### config.mk
export PLATFORM = sky130hd
export DESIGN_NAME = idx_addr_gen
export DESIGN_NICKNAME = d
export VERILOG_FILES = /design/src/rtl/idx_addr_pkg.sv /design/src/rtl/idx_lo_add.sv /design/src/rtl/idx_hi_inc.sv /design/src/rtl/idx_fsm.sv /design/src/rtl/idx_addr_gen.sv
export SDC_FILE = /design/constraint.sdc
export NUM_CORES = 1
export LEC_CHECK = 0
export BUFFER_PORTS_ARGS = -buffer_cell sky130_fd_sc_hd__buf_4
export CORE_MARGIN = 4
export CORE_UTILIZATION = 40
export CTS_CLUSTER_DIAMETER = 40
export DETAILED_ROUTE_END_ITERATION = 6
export PLACE_DENSITY = 0.68
export SLEW_MARGIN = 20
export SYNTH_ARGS = -nofsm -noshare
export SYNTH_HDL_FRONTEND = slang
export SYNTH_HIERARCHICAL = 1
export SYNTH_SLANG_ARGS = --single-unit
### constraint.sdc
create_clock -name clk -period 2.14 [get_ports clk]
set_input_delay 0.428 -clock clk [delete_from_list [all_inputs] [get_ports clk]]
set_output_delay 0.428 -clock clk [all_outputs]
set_load 0.005 [all_outputs]
### src/rtl/idx_addr_pkg.sv
package idx_addr_pkg;
    typedef enum logic [1:0] {
        ST_IDLE  = 2'd0,
        ST_PROBE = 2'd1,
        ST_FIXUP = 2'd2
    } idx_state_e;
endpackage

### src/rtl/idx_lo_add.sv
// Narrow adder: offset part of the base plus the index, with carry out.
module idx_lo_add #(
    parameter int PAGE_W = 8
) (
    input  logic [PAGE_W-1:0] base_lo_i,
    input  logic [PAGE_W-1:0] index_i,
    output logic [PAGE_W-1:0] sum_lo_o,
    output logic              carry_o
);
    logic [PAGE_W:0] wide_sum;

    assign wide_sum = {1'b0, base_lo_i} + {1'b0, index_i};
    assign sum_lo_o = wide_sum[PAGE_W-1:0];
    assign carry_o  = wide_sum[PAGE_W];
endmodule

### src/rtl/idx_hi_inc.sv
// Page incrementer used only in the fix-up cycle; wraps at the top page.
module idx_hi_inc #(
    parameter int HI_W = 8
) (
    input  logic [HI_W-1:0] hi_i,
    output logic [HI_W-1:0] hi_next_o
);
    assign hi_next_o = hi_i + HI_W'(1);
endmodule

### src/rtl/idx_fsm.sv
module idx_fsm
    import idx_addr_pkg::*;
(
    input  logic clk,
    input  logic rst_n,
    input  logic start_i,
    input  logic carry_q_i,
    output logic accept_o,
    output logic fix_sel_o,
    output logic bus_rd_o,
    output logic done_o,
    output logic page_cross_o
);
    idx_state_e state_q, state_d;

    // State register
    always_ff @(posedge clk) begin
        if (!rst_n) state_q <= ST_IDLE;
        else        state_q <= state_d;
    end

    // Next state
    always_comb begin
        state_d = state_q;
        unique case (state_q)
            ST_IDLE:  if (start_i) state_d = ST_PROBE;
            ST_PROBE: begin
                if (carry_q_i)    state_d = ST_FIXUP;
                else if (start_i) state_d = ST_PROBE;
                else              state_d = ST_IDLE;
            end
            ST_FIXUP: state_d = start_i ? ST_PROBE : ST_IDLE;
            default:  state_d = ST_IDLE;
        endcase
    end

    // Outputs
    always_comb begin
        accept_o     = 1'b0;
        fix_sel_o    = 1'b0;
        bus_rd_o     = 1'b0;
        done_o       = 1'b0;
        page_cross_o = 1'b0;
        unique case (state_q)
            ST_IDLE:  accept_o = start_i;
            ST_PROBE: begin
                bus_rd_o = 1'b1;
                done_o   = !carry_q_i;
                accept_o = start_i && !carry_q_i;
            end
            ST_FIXUP: begin
                bus_rd_o     = 1'b1;
                fix_sel_o    = 1'b1;
                done_o       = 1'b1;
                page_cross_o = 1'b1;
                accept_o     = start_i;
            end
            default: ;
        endcase
    end

    // the fix-up state is only ever entered from the probe state
    a_r4_fix_after_probe: assert property (@(posedge clk) disable iff (!rst_n)
        (state_q == ST_FIXUP) |-> ($past(state_q) == ST_PROBE));

    // a start seen while idle always leads to the probe read
    a_r2_probe_after_start: assert property (@(posedge clk) disable iff (!rst_n)
        (start_i && state_q == ST_IDLE) |=> (state_q == ST_PROBE));

    // a start during a crossing probe does not skip the fix-up
    a_r7_no_skip_fix: assert property (@(posedge clk) disable iff (!rst_n)
        (state_q == ST_PROBE && carry_q_i) |=> (state_q == ST_FIXUP));
endmodule

### src/rtl/idx_addr_gen.sv
module idx_addr_gen #(
    parameter int ADDR_W = 16,
    parameter int PAGE_W = 8
) (
    input  logic              clk,
    input  logic              rst_n,
    input  logic              start_i,
    input  logic [ADDR_W-1:0] base_i,
    input  logic [PAGE_W-1:0] index_i,
    output logic [ADDR_W-1:0] bus_addr_o,
    output logic              bus_rd_o,
    output logic              done_o,
    output logic              page_cross_o,
    output logic [ADDR_W-1:0] eff_addr_o
);
    localparam int HI_W = ADDR_W - PAGE_W;

    logic [PAGE_W-1:0] sum_lo_d, lo_q;
    logic              carry_d, cy_q;
    logic [HI_W-1:0]   hi_q, hi_inc;
    logic              accept, fix_sel;

    idx_lo_add #(.PAGE_W(PAGE_W)) u_lo_add (
        .base_lo_i (base_i[PAGE_W-1:0]),
        .index_i   (index_i),
        .sum_lo_o  (sum_lo_d),
        .carry_o   (carry_d)
    );

    idx_hi_inc #(.HI_W(HI_W)) u_hi_inc (
        .hi_i      (hi_q),
        .hi_next_o (hi_inc)
    );

    idx_fsm u_fsm (
        .clk          (clk),
        .rst_n        (rst_n),
        .start_i      (start_i),
        .carry_q_i    (cy_q),
        .accept_o     (accept),
        .fix_sel_o    (fix_sel),
        .bus_rd_o     (bus_rd_o),
        .done_o       (done_o),
        .page_cross_o (page_cross_o)
    );

    // Operand capture on an accepted start
    always_ff @(posedge clk) begin
        if (!rst_n) begin
            hi_q <= '0;
            lo_q <= '0;
            cy_q <= 1'b0;
        end else if (accept) begin
            hi_q <= base_i[ADDR_W-1:PAGE_W];
            lo_q <= sum_lo_d;
            cy_q <= carry_d;
        end
    end

    assign bus_addr_o = fix_sel ? {hi_inc, lo_q} : {hi_q, lo_q};
    assign eff_addr_o = cy_q    ? {hi_inc, lo_q} : {hi_q, lo_q};

    // corrected read keeps the dummy read's low byte
    a_r4_same_low: assert property (@(posedge clk) disable iff (!rst_n)
        fix_sel |-> (bus_addr_o[PAGE_W-1:0] == $past(bus_addr_o[PAGE_W-1:0])));

    // corrected read is one page above the dummy read, wrapping at the top
    a_r5_page_up: assert property (@(posedge clk) disable iff (!rst_n)
        fix_sel |-> (bus_addr_o[ADDR_W-1:PAGE_W] ==
                     HI_W'($past(bus_addr_o[ADDR_W-1:PAGE_W]) + HI_W'(1))));

    // page-cross is only reported together with completion
    a_r6_cross_with_done: assert property (@(posedge clk) disable iff (!rst_n)
        page_cross_o |-> done_o);

    // the completing read is at the effective address
    a_r9_eff_on_bus: assert property (@(posedge clk) disable iff (!rst_n)
        done_o |-> (eff_addr_o == bus_addr_o && bus_rd_o));
endmodule

* After elaboration in Yosys (flattened, before gate mapping)
Cells that the tools add are included.
** Storage, ports and cells
- Register bits :: 19
- Bits of input ports :: 27
- Word-level logic and storage cells :: 24
** Cells by class
- Add/sub/neg operators :: 2
- Equal/unequal tests :: 3
- Multiplexer cells :: 10
- Reduce and logical (&&, ||, !) cells :: 5
** Operators by type and width (number)
- two-way mux 16 bit :: 2
- adder 8 x 8 -> 9 bit :: 1
- adder 8 x 1 -> 8 bit (second input constant) :: 1
- case mux 2 bit (3 select lines) :: 1
- two-way mux 2 bit :: 2
- case mux 1 bit (2 select lines) :: 2
- OR reduction 2 bit :: 2
- two-way mux 1 bit :: 3
- == test 2 x 1 -> 1 bit (second input constant) :: 1
- == test 2 bit (second input constant) :: 1
- logical NOT 2 bit :: 1
- != test 2 bit (second input constant) :: 1
- logical AND 1 bit :: 1
- logical NOT 1 bit :: 1

* Longest topological paths before layout
- Depth after elaboration :: 3
- Gate-level depth with buffers :: 8
- Gate-level depth less buffers :: 8

* Modules after synthesis
Netlist, hierarchy kept.
** By module, submodules not included
- idx_addr_gen :: times used 1, cells each 80, area each 902.1 um^2, sequential area each 340.3 um^2
- idx_lo_add :: times used 1, cells each 42, area each 324.1 um^2, sequential area each 0.0 um^2
- idx_fsm :: times used 1, cells each 24, area each 206.4 um^2, sequential area each 40.0 um^2
- idx_hi_inc :: times used 1, cells each 16, area each 116.4 um^2, sequential area each 0.0 um^2

* Least setup slack after synthesis
No wires, ideal clock.
- Kind :: input-to-reg
- Start point :: in index_i[0]
- End point :: reg cy_q
- Setup time :: 0.116 ns
- Data arrival time :: 1.644 ns
- Setup slack :: 0.380 ns
- Cell stages on the path :: 8
- Cell sequence :: ha_1 fa_1 a21oi_1 nor2_1 nor2_1 o21ai_0 mux2i_1 nor2b_1
** On the way
- Word-level cells in the longest chain between the ends :: 1
** Ends and longest elaborated chain
- start, declared :: line idx_addr_gen.sv:9 : input logic [PAGE_W-1:0] index_i,
- adder 8 x 8 -> 9 bit :: line idx_lo_add.sv:12 : assign wide_sum = {1'b0, base_lo_i} + {1'b0, index_i};
- via carry_d :: line idx_addr_gen.sv:19 : logic carry_d, cy_q;
- end signal, assigned :: line idx_addr_gen.sv:56 : cy_q <= carry_d;
- end, declared :: line idx_addr_gen.sv:19
The timed path passes the listed nets, and every way through them passes these cells.
A chain may end at the register's enable or synchronous reset.

* Worst setup path in the final report
- Start point :: reg hi_q[0]
- End point :: out eff_addr_o[14]
** On the way
- Word-level cells in the longest chain between the ends :: 2
** Ends and longest elaborated chain
- start, declared :: line idx_addr_gen.sv:20 : logic [HI_W-1:0] hi_q, hi_inc;
- start signal, assigned :: line idx_addr_gen.sv:54 : hi_q <= base_i[ADDR_W-1:PAGE_W];
- adder 8 x 1 -> 8 bit :: line idx_hi_inc.sv:8 : assign hi_next_o = hi_i + HI_W'(1);
- via hi_inc[6] :: line idx_addr_gen.sv:20
- two-way mux 16 bit :: line idx_addr_gen.sv:61 : assign eff_addr_o = cy_q ? {hi_inc, lo_q} : {hi_q, lo_q};
- end, declared :: line idx_addr_gen.sv:14 : output logic [ADDR_W-1:0] eff_addr_o
The timed path passes the listed nets, and every way through them passes these cells.

==> results.ini <==
[timing]
grt_setup_unrepaired = false
slew_viol_final = 0
period_needed_ns = 2.03
max_slew.worst_pin.slew_ns = 0.463
slew-limit-headroom = 0.691
hold_viol_final = 0
fin_setup_tns_ns = 0
final.period_utilization = 0.949
fmax_mhz = 492
fin_skew_ns = 0.00359
setup_violations = 0

[cells_and_area]
layout_common_cells = buf_4, nor2b_1, mux2i_1, dfxtp_1, mux2_2
fillers = 377
regArea_sq_um = 382
nets = 258
drive_gt1_frac = 0.423
final_common_cell = buf_4
multiInputGateArea_sq_um = 1040
fin_cells = 263
n_antenna_cell = 0
syn_to_final_growth_pct = 30.6

[job]
cap_violations = 0

[worst_setup_path]
path_max_fanout = 6
cp_cell_sequence = ha_1 > nand3_1 > xnor2_1 > mux2_2 > buf_4
crit_arrival_ns = 1.60
cp-startpoint = hi_q[0]$_SDFFE_PN0P_
cp-end-kind = output pin
slowest_delay_ns = 0.45
crit_type = register to output pin
cp_top_family = flip-flops
reg2reg_from = u_fsm/state_q[0]$_SDFFE_PN0P_
critPathLaunchType = register
slowest_stage = dfxtp_1
worst-endpoint-required_ns = 1.71
cp.buffers_inverters = 1

[grt]
grt_pass1_wl_mm = 5.36
grt_use_met2 = 0.234
grt_max_degree = 22
grtUsageMet1 = 0.152
grt.met3_usage = 0.0374
top_usage_layer = met2
grt_pass1_vias = 1239
grtUsageTotal = 0.129
antenna_found_initial = 0
overflow = 0

[placed_design]
io_buffers = 61
hpwl_mm = 2.68
finalWeightedCongestion = 0.783
dp.cells = 259

[hold_path]
worstHoldStart = base_i[12]
min_path_type = input pin to register

[synth]
synth_fp_nets = 204
yosysSeqAreaShare = 0.246
synth_area_sq_um = 1550
syn_area_per_cell_sq_um = 9.56
synth-seq-cells = 19
synth_cells = 162
synth_cell_types = 36
yosysWarnings = 6

[floorplanning]
start_util = 0.420
coreArea_sq_um = 3690
dieArea_sq_um = 4930
die_h_um = 70.2
std_cell_rows = 22
die_w_um = 70.2
io-pin-count = 62

[drt]
ant_nets = 0
routedWlPerCell_um = 12.3
routed_wirelength_mm = 3.24
vias = 1291
dr.pass1.iters = 4
drt_iter0_markers = 13
viasPerCell = 4.91
drc = 0

[power_and_ir_drop]
power.density_nw_per_um2 = 540
seqPwrFrac = 0.398
p_sw_frac = 0.300
internal_power_w = 0.000765
leakagePower_nw = 0.971
pwr-share-comb = 0.377
pwr-share-clk = 0.225
p_sw_w = 0.000329
ir_drop_mv = 0.436

[clock_tree]
cts_buffer_depth = 2
h-tree-depth = 1
root_buffer = clkbuf_8
postCtsResizedCells = 1
cts_hold_buf = 0
cts_tree = done
numClockSinks = 19
clk_latency_ns = 0.25
clk_pin_slew_worst_paths_ns = 0.07
cts_buffers = 3
cts_setup_buffers = 0

[status]
outcome = finished, final reports clean

-- cells in the mapped netlist --
cell / count / area share
mux2_2: 16 / 0.12
nor3_1: 2 / 0.0065
nand3b_1: 1 / 0.0048
inv_2: 1 / 0.0024
nand3_2: 1 / 0.0065
dfxtp_1: 19 / 0.25
xor2_1: 5 / 0.028
o21bai_1: 1 / 0.0048
o2111ai_1: 1 / 0.0057
fa_1: 1 / 0.013
buf_6: 1 / 0.0073
mux2i_1: 18 / 0.12
a221oi_1: 1 / 0.0057
nor2_1: 3 / 0.0073
a21oi_1: 7 / 0.023
nand2b_1: 1 / 0.0040
clkbuf_1: 1 / 0.0024
buf_4: 9 / 0.044
o21ai_1: 1 / 0.0032
buf_2: 2 / 0.0065
xnor2_1: 5 / 0.028
ha_1: 14 / 0.11
nand2_1: 8 / 0.019
nor4_1: 1 / 0.0040
and3_1: 1 / 0.0040
o21ai_0: 1 / 0.0032
o41ai_2: 1 / 0.011
a2111oi_0: 1 / 0.0057
inv_1: 6 / 0.015
nor2b_1: 20 / 0.081
nand3_1: 5 / 0.016
buf_12: 1 / 0.013
nor3_2: 1 / 0.0065
a311o_1: 2 / 0.013
a21o_1: 2 / 0.0097
nor2b_2: 1 / 0.0057
-- power groups by stage --
stage          logic (W)  clock network (W)  registers, W
3_5_place_dp    0.000418                  0      0.000444
2_1_floorplan   0.000273                  0      0.000430
6_report        0.000412           0.000246      0.000435
4_1_cts         0.000420           0.000258      0.000436
3_3_place_gp    0.000414                  0      0.000442
5_1_grt         0.000459           0.000271      0.000442
-- tightest hold or removal path, cell delays in order --
cell and delay (ns):
buf_4 0.08, mux2i_1 0.06, nor2b_1 0.09
-- sequential cells by signal (all words and copies together) (netlist names) --
register       flops
hi_q               8
u_fsm/state_q      2
lo_q               8
cy_q               1
-- cell families after synthesis --
kind of cell	Yosys count	share of synthesized area
simple gates	45	0.166
mux	34	0.233
buf+inv	21	0.0897
flops	19	0.246
compound gates	18	0.0840
fa+ha+maj	15	0.126
xor+xnor	10	0.0565
-- metal layers --
layer	vias up	wire length [um]
li1	665	-
met1	593	1370
met2	29	1690
met3	4	167
met4	0	14
met5	-	0
-- path summary, 6_finish.rpt --
kind,slack (ns),cells after the start,to
setup reg to reg,0.64,6,lo_q[5]$_SDFFE_PN0P_
hold / removal,0.43,3,hi_q[4]$_SDFFE_PN0P_
hold reg to reg,0.54,2,lo_q[0]$_SDFFE_PN0P_
setup / recovery,0.11,5,eff_addr_o[14]
-- stage by stage --
stage                      util  area, sq um  hold WS (ns)  setup WS (ns)  power, W
after global routing      0.549         2020         0.442         0.0217   0.00117
after CTS                 0.548         2020         0.429         0.0647   0.00111
after floorplan               -         1550         0.489          0.380  0.000703
after detailed placement  0.535         1970         0.537          0.118  0.000862
final                     0.549         2020         0.433          0.109   0.00109
after global placement    0.535         1970         0.527          0.169  0.000856
-- cell type report --
cell class | instances | share of cell area
Multi-Input combinational cell | 122 | 0.512
Timing Repair Buffer | 63 | 0.234
Sequential cell | 19 | 0.189
Tap cell | 48 | 0.0297
Clock buffer | 3 | 0.0204
Inverter | 7 | 0.0130
Clock inverter | 1 | 0.00247
Note: power is estimated with default switching activity, not from simulation.
